===== src/rtl/irqd_pkg.sv =====
package irqd_pkg;
   typedef enum logic [2:0] {
      DM_FIXED   = 3'd0,
      DM_LOWEST  = 3'd1,
      DM_SMI     = 3'd2,
      DM_RSVD3   = 3'd3,
      DM_NMI     = 3'd4,
      DM_INIT    = 3'd5,
      DM_RSVD6   = 3'd6,
      DM_EXTINT  = 3'd7
   } dmode_e;

   function automatic logic mode_supported(input logic [2:0] m);
      return (m == DM_FIXED) || (m == DM_LOWEST);
   endfunction
endpackage


===== src/rtl/irqd_target_table.sv =====
module irqd_target_table #(
   parameter int N     = 8,
   parameter int ID_W  = 8,
   localparam int SEL_W = (N > 1) ? $clog2(N) : 1
) (
   input  logic                     clk,
   input  logic                     rst_n,
   input  logic                     wr_en,
   input  logic [SEL_W-1:0]         wr_sel,
   input  logic                     wr_present,
   input  logic [ID_W-1:0]          wr_phys,
   input  logic [ID_W-1:0]          wr_logic,
   output logic [N-1:0]             present,
   output logic [N-1:0][ID_W-1:0]   phys_id,
   output logic [N-1:0][ID_W-1:0]   logic_id
);
   for (genvar i = 0; i < N; i++) begin : g_slot
      always_ff @(posedge clk or negedge rst_n) begin
         if (!rst_n) begin
            present[i]  <= 1'b0;
            phys_id[i]  <= '0;
            logic_id[i] <= '0;
         end else if (wr_en && (wr_sel == SEL_W'(i))) begin
            present[i]  <= wr_present;
            phys_id[i]  <= wr_phys;
            logic_id[i] <= wr_logic;
         end
      end
   end
endmodule


===== src/rtl/irqd_target_match.sv =====
module irqd_target_match #(
   parameter int N    = 8,
   parameter int ID_W = 8
) (
   input  logic [ID_W-1:0]          dest,
   input  logic                     logical,
   input  logic [N-1:0]             present,
   input  logic [N-1:0][ID_W-1:0]   phys_id,
   input  logic [N-1:0][ID_W-1:0]   logic_id,
   output logic [N-1:0]             mask
);
   localparam logic [ID_W-1:0] BCAST = '1;

   logic [N-1:0] phys_hit;
   logic [N-1:0] logic_hit;
   logic [N-1:0] phys_first;

   for (genvar i = 0; i < N; i++) begin : g_cmp
      assign phys_hit[i]  = present[i] && (phys_id[i] == dest);
      assign logic_hit[i] = present[i] && (|(logic_id[i] & dest));
   end

   // keep only the lowest-index physical match
   assign phys_first = phys_hit & (~phys_hit + N'(1));

   always_comb begin
      if (!logical) begin
         mask = (dest == BCAST) ? present : phys_first;
      end else if (dest == '0) begin
         mask = '0;
      end else begin
         mask = logic_hit;
      end
   end
endmodule


===== src/rtl/irqd_rr_pick.sv =====
module irqd_rr_pick #(
   parameter int N = 8,
   localparam int SEL_W = (N > 1) ? $clog2(N) : 1
) (
   input  logic [N-1:0]     mask,
   input  logic [SEL_W-1:0] last,
   output logic [N-1:0]     win,
   output logic [SEL_W-1:0] win_idx
);
   always_comb begin
      logic found;
      found   = 1'b0;
      win     = '0;
      win_idx = last;
      for (int off = 1; off <= N; off++) begin
         if (!found && mask[(int'(last) + off) % N]) begin
            found = 1'b1;
            win[(int'(last) + off) % N] = 1'b1;
            win_idx = SEL_W'((int'(last) + off) % N);
         end
      end
   end
endmodule


===== src/rtl/irq_dest_dispatch.sv =====
module irq_dest_dispatch #(
   parameter int N     = 8,
   parameter int ID_W  = 8,
   parameter int VEC_W = 8,
   localparam int SEL_W = (N > 1) ? $clog2(N) : 1
) (
   input  logic              clk,
   input  logic              rst_n,
   input  logic              tbl_wr_en,
   input  logic [SEL_W-1:0]  tbl_wr_sel,
   input  logic              tbl_wr_present,
   input  logic [ID_W-1:0]   tbl_wr_phys_id,
   input  logic [ID_W-1:0]   tbl_wr_logic_id,
   input  logic              req_valid,
   output logic              req_ready,
   input  logic [ID_W-1:0]   req_dest,
   input  logic              req_logical,
   input  logic [2:0]        req_dmode,
   input  logic [VEC_W-1:0]  req_vector,
   input  logic              req_level,
   output logic [N-1:0]      inj_strobe,
   output logic [VEC_W-1:0]  inj_vector,
   output logic              inj_level,
   output logic              disp_done,
   output logic              disp_dropped,
   output logic              disp_unsupported
);
   import irqd_pkg::*;

   // parameter sanity
   initial begin
      if (N < 2 || N > 32) $error("irq_dest_dispatch: N must be 2..32");
      if (ID_W < 1)        $error("irq_dest_dispatch: ID_W must be positive");
      if (VEC_W < 1)       $error("irq_dest_dispatch: VEC_W must be positive");
   end

   logic [N-1:0]             present;
   logic [N-1:0][ID_W-1:0]   phys_id;
   logic [N-1:0][ID_W-1:0]   logic_id;
   logic [N-1:0]             match_mask;
   logic [N-1:0]             rr_win;
   logic [SEL_W-1:0]         rr_win_idx;
   logic [SEL_W-1:0]         rr_last_q;
   logic [N-1:0]             pend_q;

   logic                     accept;
   logic [N-1:0]             serve_src;
   logic [N-1:0]             serve_low;
   logic [N-1:0]             serve_rest;

   irqd_target_table #(.N(N), .ID_W(ID_W)) u_table (
      .clk        (clk),
      .rst_n      (rst_n),
      .wr_en      (tbl_wr_en),
      .wr_sel     (tbl_wr_sel),
      .wr_present (tbl_wr_present),
      .wr_phys    (tbl_wr_phys_id),
      .wr_logic   (tbl_wr_logic_id),
      .present    (present),
      .phys_id    (phys_id),
      .logic_id   (logic_id)
   );

   irqd_target_match #(.N(N), .ID_W(ID_W)) u_match (
      .dest     (req_dest),
      .logical  (req_logical),
      .present  (present),
      .phys_id  (phys_id),
      .logic_id (logic_id),
      .mask     (match_mask)
   );

   irqd_rr_pick #(.N(N)) u_pick (
      .mask    (match_mask),
      .last    (rr_last_q),
      .win     (rr_win),
      .win_idx (rr_win_idx)
   );

   assign req_ready = (pend_q == '0);
   assign accept    = req_valid && req_ready;

   // one shared lowest-bit server for the first and the following targets
   always_comb begin
      serve_src  = accept ? match_mask : pend_q;
      serve_low  = serve_src & (~serve_src + N'(1));
      serve_rest = serve_src & ~serve_low;
   end

   always_ff @(posedge clk or negedge rst_n) begin
      if (!rst_n) begin
         pend_q           <= '0;
         rr_last_q        <= SEL_W'(N - 1);
         inj_strobe       <= '0;
         inj_vector       <= '0;
         inj_level        <= 1'b0;
         disp_done        <= 1'b0;
         disp_dropped     <= 1'b0;
         disp_unsupported <= 1'b0;
      end else begin
         inj_strobe       <= '0;
         disp_done        <= 1'b0;
         disp_dropped     <= 1'b0;
         disp_unsupported <= 1'b0;
         if (accept) begin
            inj_vector <= req_vector;
            inj_level  <= req_level;
            if (!mode_supported(req_dmode)) begin
               disp_dropped     <= 1'b1;
               disp_unsupported <= 1'b1;
            end else if (match_mask == '0) begin
               disp_dropped <= 1'b1;
            end else if (req_dmode == DM_LOWEST) begin
               inj_strobe <= rr_win;
               disp_done  <= 1'b1;
               rr_last_q  <= rr_win_idx;
            end else begin
               inj_strobe <= serve_low;
               pend_q     <= serve_rest;
               disp_done  <= (serve_rest == '0);
            end
         end else if (pend_q != '0) begin
            inj_strobe <= serve_low;
            pend_q     <= serve_rest;
            disp_done  <= (serve_rest == '0);
         end
      end
   end
endmodule


===== config.mk =====
export PLATFORM = sky130hd
export DESIGN_NAME = irq_dest_dispatch
export DESIGN_NICKNAME = d
export VERILOG_FILES = /design/src/rtl/irqd_pkg.sv /design/src/rtl/irqd_target_table.sv /design/src/rtl/irqd_target_match.sv /design/src/rtl/irqd_rr_pick.sv /design/src/rtl/irq_dest_dispatch.sv
export SDC_FILE = /design/constraint.sdc
export NUM_CORES = 1
export LEC_CHECK = 0
export BUFFER_PORTS_ARGS = -buffer_cell sky130_fd_sc_hd__buf_2
export CORE_ASPECT_RATIO = 1.5
export CORE_MARGIN = 2
export CORE_UTILIZATION = 45
export DETAILED_ROUTE_END_ITERATION = 10
export SETUP_SLACK_MARGIN = 0.4
export SLEW_MARGIN = 20
export SYNTH_ARGS = -nofsm -noshare
export SYNTH_HDL_FRONTEND = slang
export SYNTH_HIERARCHICAL = 1
export SYNTH_SLANG_ARGS = --single-unit

===== constraint.sdc =====
create_clock -name clk -period 10.73 [get_ports clk]
set_clock_uncertainty 0.05 [all_clocks]
set_input_delay 1.073 -clock clk [delete_from_list [all_inputs] [get_ports clk]]
set_output_delay 1.073 -clock clk [all_outputs]
set_load 0.005 [all_outputs]

After elaboration in Yosys (flattened, before gate mapping)
Index checks and enable logic that the tools add are counted.
Operators by class
  add/sub/neg operators: 10
  equal/unequal tests: 20
  $lt $le $gt $ge: 16
  mux-type cells: 87
  bitwise logic cells: 30
  reductions and logical operators: 75
Operators by type and width (number)
  $mux W8: 22
  $and A8 B8 Y8: 11
  $eq A8 B8 Y1: 8
  $reduce_or A8 Y1: 8
  $or A8 B8 Y8: 7
  $mux W1: 41
  $logic_and A1 B1 Y1: 40
  $lt A4 B5 Y1 const B: 8
  $ge A4 B1 Y1 const B: 8
  $logic_not A8 Y1: 4
  $bmux W1 S3: 8
  $demux W1 S3: 8
  $mux W3: 8
  $not A8 Y8: 3
  $reduce_or A3 Y1: 8
  $add A8 B1 Y8 const B: 2
  $reduce_bool A8 Y1: 2
  $add A3 B3 Y3 const B: 4
  $eq A3 B3 Y1 const B: 4
  $and A1 B1 Y1 const A: 8
  $eq A8 B8 Y1 const B: 1
  $logic_not A1 Y1: 7
  $add A3 B1 Y3 const B: 2
  $add A3 B2 Y3 const B: 2
  10 further kinds: 14
Storage, ports and cells
  output and inout port bits: 21
  logic and storage cells: 270
  bits in registers: 167

Longest topological paths before layout
Gate-level depths: netlist of the first run.
  depth in word-level cells: 36
  gate-level depth with buffers: 15
  depth with buffers taken out: 13

Hierarchy
The synthesis of the first run kept the hierarchy.
Modules (own cells, without submodules)
  irqd_target_table: area an instance 5202.5 sq um, cells an instance 295, instances 1
  irq_dest_dispatch: area an instance 1503.9 sq um, cells an instance 158, instances 1
  irqd_rr_pick: area an instance 1383.8 sq um, cells an instance 159, instances 1
  irqd_target_match: area an instance 1326.3 sq um, cells an instance 178, instances 1

Worst setup path after synthesis of the first run
OpenSTA, ideal clock, no wires.
  path kind: input port to flip-flop
  start point: in req_dest[2]
  end point: reg inj_strobe[6]
  slack: 5.899 ns
  arrival time: 4.660 ns
  stages on the path: 14
  library setup time: 0.122 ns
  data required time: 10.558 ns
  cell sequence: buf_4 -> xor2_1 -> nor4_1 -> a31oi_1 -> nand3_1 -> o31ai_1 -> mux2i_1 -> mux4_2 -> and2_4 -> and2_4 -> a222oi_1 -> a21oi_1 -> and3_1 -> a32o_1
On the way
  cells in the longest elaborated chain, start to end: 36
  elaborated cells between the ends (all ways): 118
  classes of those cells: add/sub (2); eq/ne (9); mux (48); bitwise (19); reduce/logical (40)
Ends and longest elaborated chain
  from (decl): line irq_dest_dispatch.sv:16  | input logic [ID_W-1:0] req_dest,
  $eq A8 B8 Y1: line irqd_target_match.sv:19  | assign phys_hit[i] = present[i] && (phys_id[i] == dest);
  $logic_and A1 B1 Y1: line irqd_target_match.sv:19
  $not A8 Y8: line irqd_target_match.sv:24  | assign phys_first = phys_hit & (~phys_hit + N'(1));
  $add A8 B1 Y8: line irqd_target_match.sv:24
  $and A8 B8 Y8: line irqd_target_match.sv:24
  $mux W8: line irqd_target_match.sv:28  | mask = (dest == BCAST) ? present : phys_first;
  $mux W8 *: line irqd_target_match.sv:27  | if (!logical) begin
  via match_mask[7]: line irq_dest_dispatch.sv:40  | logic [N-1:0] match_mask;
  [22 not listed]
  $logic_not A1 Y1: line irqd_rr_pick.sv:16  | if (!found && mask[(int'(last) + off) % N]) begin
  $logic_and A1 B1 Y1: line irqd_rr_pick.sv:16
  $mux W8 *: line irqd_rr_pick.sv:16
  via rr_win[6]: line irq_dest_dispatch.sv:41  | logic [N-1:0] rr_win;
  $mux W8 *: line irq_dest_dispatch.sv:113  | end else if (req_dmode == DM_LOWEST) begin
  $mux W8 *: line irq_dest_dispatch.sv:111  | end else if (match_mask == '0) begin
  $mux W8 *: line irq_dest_dispatch.sv:108  | if (!mode_supported(req_dmode)) begin
  $mux W8 *: line irq_dest_dispatch.sv:105  | if (accept) begin
  to (signal assigned): line irq_dest_dispatch.sv:114  | inj_strobe <= rr_win;
  to (signal assigned): line irq_dest_dispatch.sv:118  | inj_strobe <= serve_low;
  to (signal assigned): line irq_dest_dispatch.sv:123  | inj_strobe <= serve_low;
  to (decl): line irq_dest_dispatch.sv:21  | output logic [N-1:0] inj_strobe,
The timed path passes the listed nets; every way through them passes the cells marked *. The select of a mux whose other input is x is not followed.
A chain may end at the register's enable or synchronous reset.

Final worst setup path of the first run
  start point: in req_dest[5]
  end point: reg inj_strobe[6]
Same word-level chain as after synthesis.

==> results.sh, run 1 <==
export IMPL_wl_per_cell_um=22.0
export IMPL_synth_nets=841
export IMPL_p_total_uw=2440
export IMPL_grt_start_max_net_pins=85
export IMPL_grt_usage=0.233
export IMPL_dr_pass1_iters=5
export IMPL_die_h_um=181
export IMPL_hpwl_um=17400
export IMPL_setup_tns_ns=0
export IMPL_ys_ff_latch=166
export IMPL_row_count=64
export IMPL_fillerInstances=1890
export IMPL_setup_ws_ns=5.67
export IMPL_reg2reg_slack_ns=5.85
export IMPL_holdPathStages=2
export IMPL_peakVddDrop_mv=0.153
export IMPL_ys_warn_count=6
export IMPL_r2r_end="inj_strobe[6]"
export IMPL_ctsHoldBuffers=0
export IMPL_period_needed_ns=5.06
export IMPL_vias=6858
export IMPL_crit_path_max_fanout=18
export IMPL_synthTopCellsByArea="dfrtp_1 43%, mux2_2 16%, xor2_1 4.4%"
export IMPL_synth_area_um2=9420
export IMPL_post_place_ws_ns=5.27
export IMPL_dominantRegCellSynth="dfrtp_1"
export IMPL_grt_pass1_vias=7046
export IMPL_netlist_instances=790
export IMPL_p_int_uw=1550
export IMPL_numPortBuffers=65
export IMPL_clk_path_buf_depth=2
export IMPL_cap_violations=0
export IMPL_totalWireLength_um=24500
export IMPL_place_congestion=0.944
export IMPL_cpMostUsedCell="and2_4"
export IMPL_final_area_um2=10500
export IMPL_drc=0
export IMPL_synth_edf_count=0
export IMPL_initial_core_util=0.459
export IMPL_hp_start="inj_vector[6]"
export IMPL_clockRootBuffer="clkbuf_16"
export IMPL_grt_pass1_wl_um=39500
export IMPL_r2r_start="rr_last_q[0]"
export IMPL_clk_latency_ns=0.43
export IMPL_r2r_cells=10
export IMPL_power_per_cell_area_nw_per_um2=234
export IMPL_slew_violations=0
export IMPL_regArea_um2=4160
export IMPL_fp_dieArea_um2=22100
export IMPL_ys_seq_area_frac=0.442
export IMPL_netlist_area_leader_share=0.433
export IMPL_cts_sinks=166
export IMPL_final_setup_viol_count=0
export IMPL_cp_start_kind="primary input"
export IMPL_antenna_found_initial=1
export IMPL_area_growth_syn_to_layout_pct=11.0
export IMPL_ios=66
export IMPL_cp_top_family="compound AO/OA/AOI/OAI gates"
export IMPL_layout_nets=889
export IMPL_drive_gt1_frac=0.347
export IMPL_p_leak_uw=0.00447
export IMPL_cts_tree="done"
export IMPL_drt_initial_drc_count=669
export IMPL_switching_share=0.365
export IMPL_arrival_ns=5.34
export IMPL_synthArstFlopShare=1.00
export IMPL_multi_input_area_um2=4880
export IMPL_syn_area_per_cell_um2=11.9
export IMPL_diodes=0
export IMPL_cts_made_buffers=17
export IMPL_ant_nets=0
export IMPL_clkTransAtPathRegs_ns=0.07
export IMPL_cp_end_kind="flop"
export IMPL_core_um2=20500
export IMPL_fin_util=0.510
export IMPL_status="completed"
export IMPL_path_buf_inv=1
export IMPL_path_cells="buf_2 -> xor2_1 -> nor4_1 -> nand4_1 -> nand2b_1 -> o21ai_1 -> mux2i_1 -> mux4_2 -> and2_4 -> and2_4 -> a222oi_1 -> a21oi_1 -> and3_1 -> a32o_1"
export IMPL_place_area_um2=9840
export IMPL_final_period_utilization=0.472
export IMPL_cts_repair_resized=0
export IMPL_postCtsSetupRepairBufs=0
export IMPL_hold_viol=0
export IMPL_hold_path_end="inj_vector[6]"
export IMPL_cp_slowest_cell="mux4_2"
export IMPL_vias_per_cell=6.15
export IMPL_rsz0062_at_grt="false"
export IMPL_crit_type="primary input to flop"
export IMPL_synth_top_area_cell="dfrtp_1"
export IMPL_synth_cell_type_count=82
export IMPL_fmax_ghz=0.197
export IMPL_hp_class="flop to flop"
export IMPL_die_w_um=122
export IMPL_clkPwrFrac=0.256
export IMPL_grt_overflow=0
export IMPL_worstMarginPinSlew_ns=0.867
export IMPL_p_seq_frac=0.357
export IMPL_worstPathRequired_ns=11.00
export IMPL_h_tree_depth=4
export IMPL_p_sw_uw=890
export IMPL_slew_headroom=0.420
export IMPL_cpPeakStageDelay_ns=0.62
export IMPL_p_comb_frac=0.387
worst max path at each step:
stage	startpoint	endpoint	slack, ns	depth (start not counted)
floorplan	req_dest[2]	inj_strobe[6]	5.90	14
global placement	req_dest[5]	inj_strobe[6]	5.38	14
detailed placement	req_dest[5]	inj_strobe[6]	5.27	14
CTS	req_dest[5]	inj_strobe[6]	5.73	14
global route	req_dest[5]	inj_strobe[6]	5.43	14
finish	req_dest[5]	inj_strobe[6]	5.67	14
cell usage in the layout (no fill, tap or decap), drive strengths merged, types with 6 or more instances in the layout:
master and instances:
dfrtp 163, mux2 147, buf 73, nand2 54
xor2 48, nor2 23, inv 23, xnor2 21
nor3 20, clkbuf 20, a31oi 19, o21ai 18
a22oi 16, a21oi 15, mux2i 13, a22o 12
mux4 12, o31ai 12, nand4 12, nor4 12
nand3 11, a221oi 10, a211oi 7, clkinv 7
ha 6, and2 6, or4 6
flip-flops by register name (all words and copies together) (netlist names):
register	cells
rr_last_q	3
disp_unsupported	1
disp_dropped	1
pend_q	7
u_table/present	8
disp_done	1
u_table/phys_id	64
u_table/logic_id	64
inj_strobe	8
inj_vector	8
inj_level	1
through the flow:
step | hold slack, ns | std cells
CTS | 0.432 | 1115
floorplan | 0.420 | 790
finish | 0.427 | 1115
detailed placement | 0.417 | 1083
global route | 0.463 | 1115
global placement | 0.404 | 1083
Yosys cell counts, types with 5 or more instances:
master    count
mux4_2       12
o32ai_1       5
a22oi_1      16
a221oi_1     10
nand4_1      11
xor2_1       47
buf_2        19
nand3_1       9
mux2_2      132
nor3_1       18
buf_6         6
nor4_1       10
a21oi_1      15
o21ai_1      11
o31ai_1      11
mux2i_1      11
buf_4        12
dfrtp_1     163
ha_1          6
inv_1        19
a31oi_1      19
o21ai_0       6
mux2_4       12
a22o_1       12
a211oi_1      7
xnor2_1      20
clkbuf_1      5
nand2_1      53
nor2_1       23
worst min-delay path, stage by stage, from the launching register on:
cell and delay, ns:
dfrtp_1 0.34, nand2_1 0.05, nand2_1 0.05
power groups by stage:
stage / Combinational, µW / Sequential (µW) / Clock [µW]
after floorplan: 762 / 823 / 0
after global placement: 926 / 879 / 0
after detailed placement: 934 / 883 / 0
after CTS: 937 / 872 / 641
after global routing: 1020 / 890 / 670
final: 946 / 872 / 624
routing by layer:
layer,routed length (µm),track usage,vias to the layer above
met4,828,0.0961,2
li1,-,-,3066
met2,13300,0.412,242
met5,11,0,-
met1,9230,0.274,3487
met3,1150,0.0426,61
cell families after synthesis:
group / synth area share
XOR/XNOR: 0.0658
AO/OA/AOI/OAI: 0.112
buffers and inverters: 0.0404
flip-flops: 0.442
AND/OR/NAND/NOR: 0.107
adder cells (fa/ha/maj): 0.00797
multiplexers: 0.226
area by class of cell:
cell class / count / area share
Sequential cell: 166 / 0.398
Multi-Input combinational cell: 559 / 0.467
Tap cell: 264 / 0.0316
Clock buffer: 20 / 0.0447
Clock inverter: 12 / 0.0136
Inverter: 21 / 0.00754
Timing Repair Buffer: 73 / 0.0378
Note: power is estimated with default switching activity, not from simulation.
==> inputs of run 2 (changes only) <==
- clock period: 10.73 -> 4.18 ns (I/O delays scaled with it)
==> run 2 against run 1 <==
Against the previous run:
- via count increased by 3.8%
- critical path depth increased by 3
- clock-buffer cell count decreased by 2
- register-to-register slack got worse by 5.4 ns
==> results.sh, run 2 (synthesis gave the netlist of run 1 again) <==
export IMPL_cp_top_family="compound AO/OA/AOI/OAI gates"
export IMPL_clockRootBuffer="clkbuf_16"
export IMPL_final_period_utilization=0.902
export IMPL_row_count=64
export IMPL_place_congestion=0.928
export IMPL_cp_end_kind="flop"
export IMPL_status="completed"
export IMPL_grt_usage=0.253
export IMPL_fin_util=0.559
export IMPL_grt_pass1_vias=7707
export IMPL_cp_slowest_cell="mux4_2"
export IMPL_period_needed_ns=3.77
export IMPL_power_per_cell_area_nw_per_um2=625
export IMPL_vias=7121
export IMPL_final_area_um2=11500
export IMPL_core_um2=20500
export IMPL_peakVddDrop_mv=0.413
export IMPL_slew_violations=0
export IMPL_drc=0
export IMPL_wl_per_cell_um=22.3
export IMPL_crit_path_max_fanout=11
export IMPL_layout_common_cells="163 x dfrtp_1, 132 x mux2_2, 86 x buf_4"
export IMPL_rsz0062_at_grt="true"
export IMPL_clkTransAtPathRegs_ns=0.06
export IMPL_cap_violations=0
export IMPL_path_cells="buf_2 -> buf_12 -> or4_4 -> o21ai_4 -> a31oi_1 -> o21ai_1 -> o31ai_4 -> buf_4 -> mux4_2 -> mux2_2 -> a21o_1 -> nor3_4 -> a211oi_2 -> buf_4 -> a32oi_1 -> inv_1 -> o32ai_1"
export IMPL_cpPeakStageDelay_ns=0.51
export IMPL_slew_headroom=0.409
export IMPL_worstPathRequired_ns=4.44
export IMPL_hp_class="primary input to flop"
export IMPL_grt_pass1_wl_um=42600
export IMPL_hold_viol=0
export IMPL_numPortBuffers=65
export IMPL_cp_start_kind="primary input"
export IMPL_dr_pass1_iters=5
export IMPL_vias_per_cell=5.91
export IMPL_totalWireLength_um=26800
export IMPL_worstMarginPinSlew_ns=0.883
export IMPL_grt_start_max_net_pins=96
export IMPL_fp_dieArea_um2=22100
export IMPL_clk_path_buf_depth=2
export IMPL_p_leak_uw=0.00497
export IMPL_cts_sinks=166
export IMPL_grtUsageMet1=0.288
export IMPL_crit_type="primary input to flop"
export IMPL_drive_gt1_frac=0.439
export IMPL_hpwl_um=19500
export IMPL_area_growth_syn_to_layout_pct=21.7
export IMPL_layout_nets=978
export IMPL_antenna_found_initial=1
export IMPL_die_h_um=181
export IMPL_met3_usage=0.0451
export IMPL_grt_overflow=0
export IMPL_final_common_cell="dfrtp_1"
export IMPL_ios=66
export IMPL_ant_nets=0
export IMPL_path_buf_inv=5
export IMPL_place_area_um2=10500
export IMPL_initial_core_util=0.459
export IMPL_use_met2=0.453
export IMPL_fmax_ghz=0.265
export IMPL_clk_latency_ns=0.43
export IMPL_grt_busiest_layer="met2"
export IMPL_cpMostUsedCell="buf_4"
export IMPL_cts_tree="done"
export IMPL_final_setup_viol_count=0
export IMPL_die_w_um=122
export IMPL_diodes=0
export IMPL_h_tree_depth=4
export IMPL_reg_top3="u_table/logic_id (64), u_table/phys_id (64)"
export IMPL_cts_made_buffers=17
export IMPL_arrival_ns=4.03
export IMPL_drt_initial_drc_count=546
export IMPL_fillerInstances=1810
## run 2: changes by cell type in the layout (fill, tap and decap cells not counted), moves of 5 or more
cell     change
nor4_2       +5
buf_6        +6
buf_4       +79
o31ai_4      +5
nor4_1       -5
o31ai_1      -6
## run 2: what timing repair did
action                                  CTS  global route
hold buffers                              1             0
endpoints found under the setup margin    9            11
buffers inserted                          8             2
pin swaps                                13            22
cloned                                    0             0
gates resized for setup                  21            22
hold endpoints to repair                 68             0
## run 2: worst reg2reg max path, cell delays in order (launching register included)
cell	delay, ns
dfrtp_1	0.40
xor2_1	0.18
nor4_2	0.38
nand4_1	0.17
buf_4	0.19
o31ai_4	0.39
buf_6	0.19
mux2_4	0.18
nand2_1	0.05
mux4_2	0.56
or4_4	0.45
a32oi_1	0.23
inv_1	0.07
o32ai_1	0.15
## run 2: path summary, 6_finish.rpt
check                                    startpoint                   end  slack (ns)  depth (start not counted)
worst max register to register  u_table/phys_id[51]         inj_strobe[2]        0.42                         13
max in group asynchronous                     rst_n   u_table/phys_id[37]        2.56                          3
worst min-delay path                  req_vector[6]         inj_vector[6]        0.13                          3
min in group asynchronous                     rst_n  u_table/logic_id[58]        0.55                          2
worst max-delay path                    req_dest[5]         inj_strobe[2]        0.41                         17
worst min register to register            inj_level             inj_level        0.42                          2
## run 2: layer usage
| layer | part of all wire | vias up |
|---|---|---|
| met3 | 0.035 | 59 |
| met5 | 0.00041 | - |
| met1 | 0.38 | 3638 |
| met2 | 0.54 | 190 |
| li1 | - | 3232 |
| met4 | 0.040 | 2 |
## run 2: layout make-up
| class | count | area [µm²] | area share |
|---|---|---|---|
| Clock inverter | 14 | 201 | 0.0176 |
| Tap cell | 264 | 330 | 0.0288 |
| Timing Repair Buffer | 162 | 1130 | 0.0983 |
| Sequential cell | 166 | 4160 | 0.363 |
| Inverter | 21 | 78.8 | 0.00688 |
| Multi-Input combinational cell | 559 | 5140 | 0.448 |
| Clock buffer | 18 | 429 | 0.0374 |
## run 2: stage by stage
| step | cells | worst slack, ns | TNS [ns] | power [µW] | hold WS, ns |
|---|---|---|---|---|---|
| detailed placement | 1161 | -0.171 | -0.615 | 5190 | 0.414 |
| global route | 1204 | 0.203 | 0 | 7550 | 0.122 |
| finish | 1204 | 0.410 | 0 | 7160 | 0.130 |
| CTS | 1202 | 0.390 | 0 | 7050 | 0.115 |
| floorplan | 790 | 0.411 | 0 | 4080 | 0.0724 |
| global placement | 1161 | -0.109 | -0.365 | 5140 | 0.404 |
## run 2: report_power, final
part / total [µW] / internal [µW] / switching, µW
combinational: 3350 / 1610 / 1750
clock: 1660 / 1010 / 656
sequential: 2150 / 1940 / 212
total: 7160 / 4550 / 2610
==> inputs of run 3 (changes only) <==
- CORE_UTILIZATION: 45 -> 42
==> run 3 against run 2 <==
Against the previous run:
- fmax down 2.0%
- clock-buffer cell count is 2 higher
- routed wire length is 0.28% lower
- via count is 0.79% higher
- die area rose by 6.9%
- combinational power grew 2%
- global-route usage fell by 2.1 points
- sequential share of layout area is 0.55 points lower
- register-to-register slack worse by 0.09 ns
- critical endpoint is now inj_strobe[0]
- largest power group unchanged
==> results.sh, run 3 (synthesis gave the netlist of run 1 again) <==
export IMPL_status="completed"
export IMPL_numPortBuffers=65
export IMPL_reg2reg_slack_ns=0.33
export IMPL_peakVddDrop_mv=0.381
export IMPL_clockRootBuffer="clkbuf_16"
export IMPL_final_common_cell="dfrtp_1"
export IMPL_setup_tns_ns=0
export IMPL_ios=66
export IMPL_place_congestion=0.978
export IMPL_cpMostUsedCell="buf_4"
export IMPL_totalWireLength_um=26800
export IMPL_row_count=67
export IMPL_cp_end_kind="flop"
export IMPL_place_area_um2=10600
export IMPL_cp_slowest_cell="mux4_2"
export IMPL_vias_per_cell=5.85
export IMPL_vias=7177
export IMPL_hold_viol=0
export IMPL_clk_latency_ns=0.44
export IMPL_dr_pass1_iters=5
export IMPL_p_leak_uw=0.00503
export IMPL_fmax_ghz=0.260
export IMPL_period_needed_ns=3.85
export IMPL_cts_tree="done"
export IMPL_fp_dieArea_um2=23700
export IMPL_layout_nets=988
export IMPL_die_h_um=187
export IMPL_r2r_end="inj_strobe[0]"
export IMPL_core_um2=22200
export IMPL_drt_initial_drc_count=417
export IMPL_path_cells="xor2_2 -> nor4_1 -> buf_4 -> a31oi_4 -> nand4_1 -> o31ai_2 -> buf_4 -> buf_4 -> mux2_4 -> nand2_1 -> mux4_2 -> buf_4 -> o41ai_1 -> a31oi_1 -> mux2i_1 -> mux2i_1 -> nor2_1"
export IMPL_crit_path_max_fanout=6
export IMPL_rsz0062_at_grt="true"
export IMPL_cp_start_kind="flop"
export IMPL_grt_usage=0.232
export IMPL_final_cells=1226
export IMPL_cpPeakStageDelay_ns=0.55
export IMPL_cts_sinks=166
export IMPL_clk_path_buf_depth=2
export IMPL_slew_headroom=0.371
export IMPL_cap_violations=0
export IMPL_arrival_ns=4.17
export IMPL_ant_nets=0
export IMPL_clkTransAtPathRegs_ns=0.06
export IMPL_final_period_utilization=0.921
export IMPL_h_tree_depth=4
export IMPL_antenna_found_initial=0
export IMPL_whs_ns=0.00511
export IMPL_layout_common_cells="163 x dfrtp_1, 130 x mux2_2, 93 x buf_4"
export IMPL_slew_violations=0
export IMPL_reg_top3="u_table/logic_id (64), u_table/phys_id (64)"
export IMPL_dp_cells=1181
export IMPL_wl_per_cell_um=21.8
export IMPL_p_total_uw=7130
export IMPL_die_w_um=126
export IMPL_r2r_cells=17
export IMPL_final_setup_viol_count=0
export IMPL_hpwl_um=19300
export IMPL_initial_core_util=0.424
export IMPL_grt_pass1_wl_um=42400
export IMPL_fillerInstances=1919
export IMPL_diodes=0
export IMPL_drc=0
export IMPL_worstPathRequired_ns=4.50
export IMPL_worstMarginPinSlew_ns=0.939
export IMPL_grt_start_max_net_pins=100
export IMPL_r2r_start="u_table/phys_id[5]"
export IMPL_cts_made_buffers=17
export IMPL_final_area_um2=11600
export IMPL_area_growth_syn_to_layout_pct=23.6
export IMPL_crit_type="flop to flop"
export IMPL_grt_overflow=0
export IMPL_drive_gt1_frac=0.459
export IMPL_hp_class="primary input to asynchronous set/reset pin"
export IMPL_power_per_cell_area_nw_per_um2=613
export IMPL_grt_pass1_vias=7406
[run 3: changes by cell type in the layout (fill, tap and decap cells not counted), sizes merged]
cell,previous run,this run
buf,161,172
bufinv,4,2
clkbuf,18,20
clkinv,9,6
clkinvlp,1,4
dlygate4sd3,1,0
[run 3: cell type report]
type	count	area [µm²]	area share
inverters	21	78.8	0.00677
repair buffers	172	1240	0.107
well taps	276	345	0.0297
flip-flops and latches	166	4160	0.357
multi-input cells	559	5240	0.450
clock inverters	12	128	0.0110
clock buffers	20	447	0.0384
[run 3: how the worst max path moves through the flow]
stage | from | to | slack, ns | cells after the start
global placement | req_dest[2] | inj_strobe[5] | -0.11 | 18
detailed placement | req_dest[2] | inj_strobe[5] | -0.17 | 18
CTS | u_table/phys_id[10] | inj_strobe[6] | 0.38 | 17
global route | u_table/phys_id[37] | inj_strobe[0] | 0.17 | 16
finish | u_table/phys_id[5] | inj_strobe[0] | 0.33 | 17
floorplan | req_dest[2] | inj_strobe[6] | 0.41 | 15
[run 3: through the flow]
stage,utilization,setup slack (ns)
2_1_floorplan,-,0.411
3_3_place_gp,0.478,-0.111
3_5_place_dp,0.478,-0.175
4_1_cts,0.512,0.385
5_1_grt,0.524,0.167
6_report,0.524,0.332
[run 3: repair_timing]
action	4_1_cts	5_1_grt
hold buffers	0	0
endpoints found under the setup margin	11	11
buffers inserted	4	9
resized for setup	25	36
pin swaps	14	23
[run 3: routing by layer]
layer | vias to the layer above | part of all wire | global-route usage
li1 | 3242 | - | -
met2 | 185 | 0.52 | 0.398
met5 | - | 0 | 0
met3 | 93 | 0.030 | 0.0369
met1 | 3657 | 0.39 | 0.271
met4 | 0 | 0.060 | 0.140
[run 3: power by group]
group | leakage, µW | total (µW) | switching [µW] | internal (µW)
registers | 0.00202 | 2150 | 216 | 1940
clock network | 0.000273 | 1540 | 650 | 893
logic | 0.00274 | 3430 | 1740 | 1690
total | 0.00503 | 7130 | 2610 | 4520
[run 3: worst max-delay path, delay by kind of cell, from the launching register on]
| family | cells | cell delay, ns |
|---|---|---|
| XOR/XNOR | 1 | 0.15 |
| AO/OA/AOI/OAI | 4 | 0.99 |
| multiplexers | 4 | 1.04 |
| flip-flops | 1 | 0.41 |
| AND/OR/NAND/NOR | 4 | 0.48 |
| buffers and inverters | 4 | 0.66 |
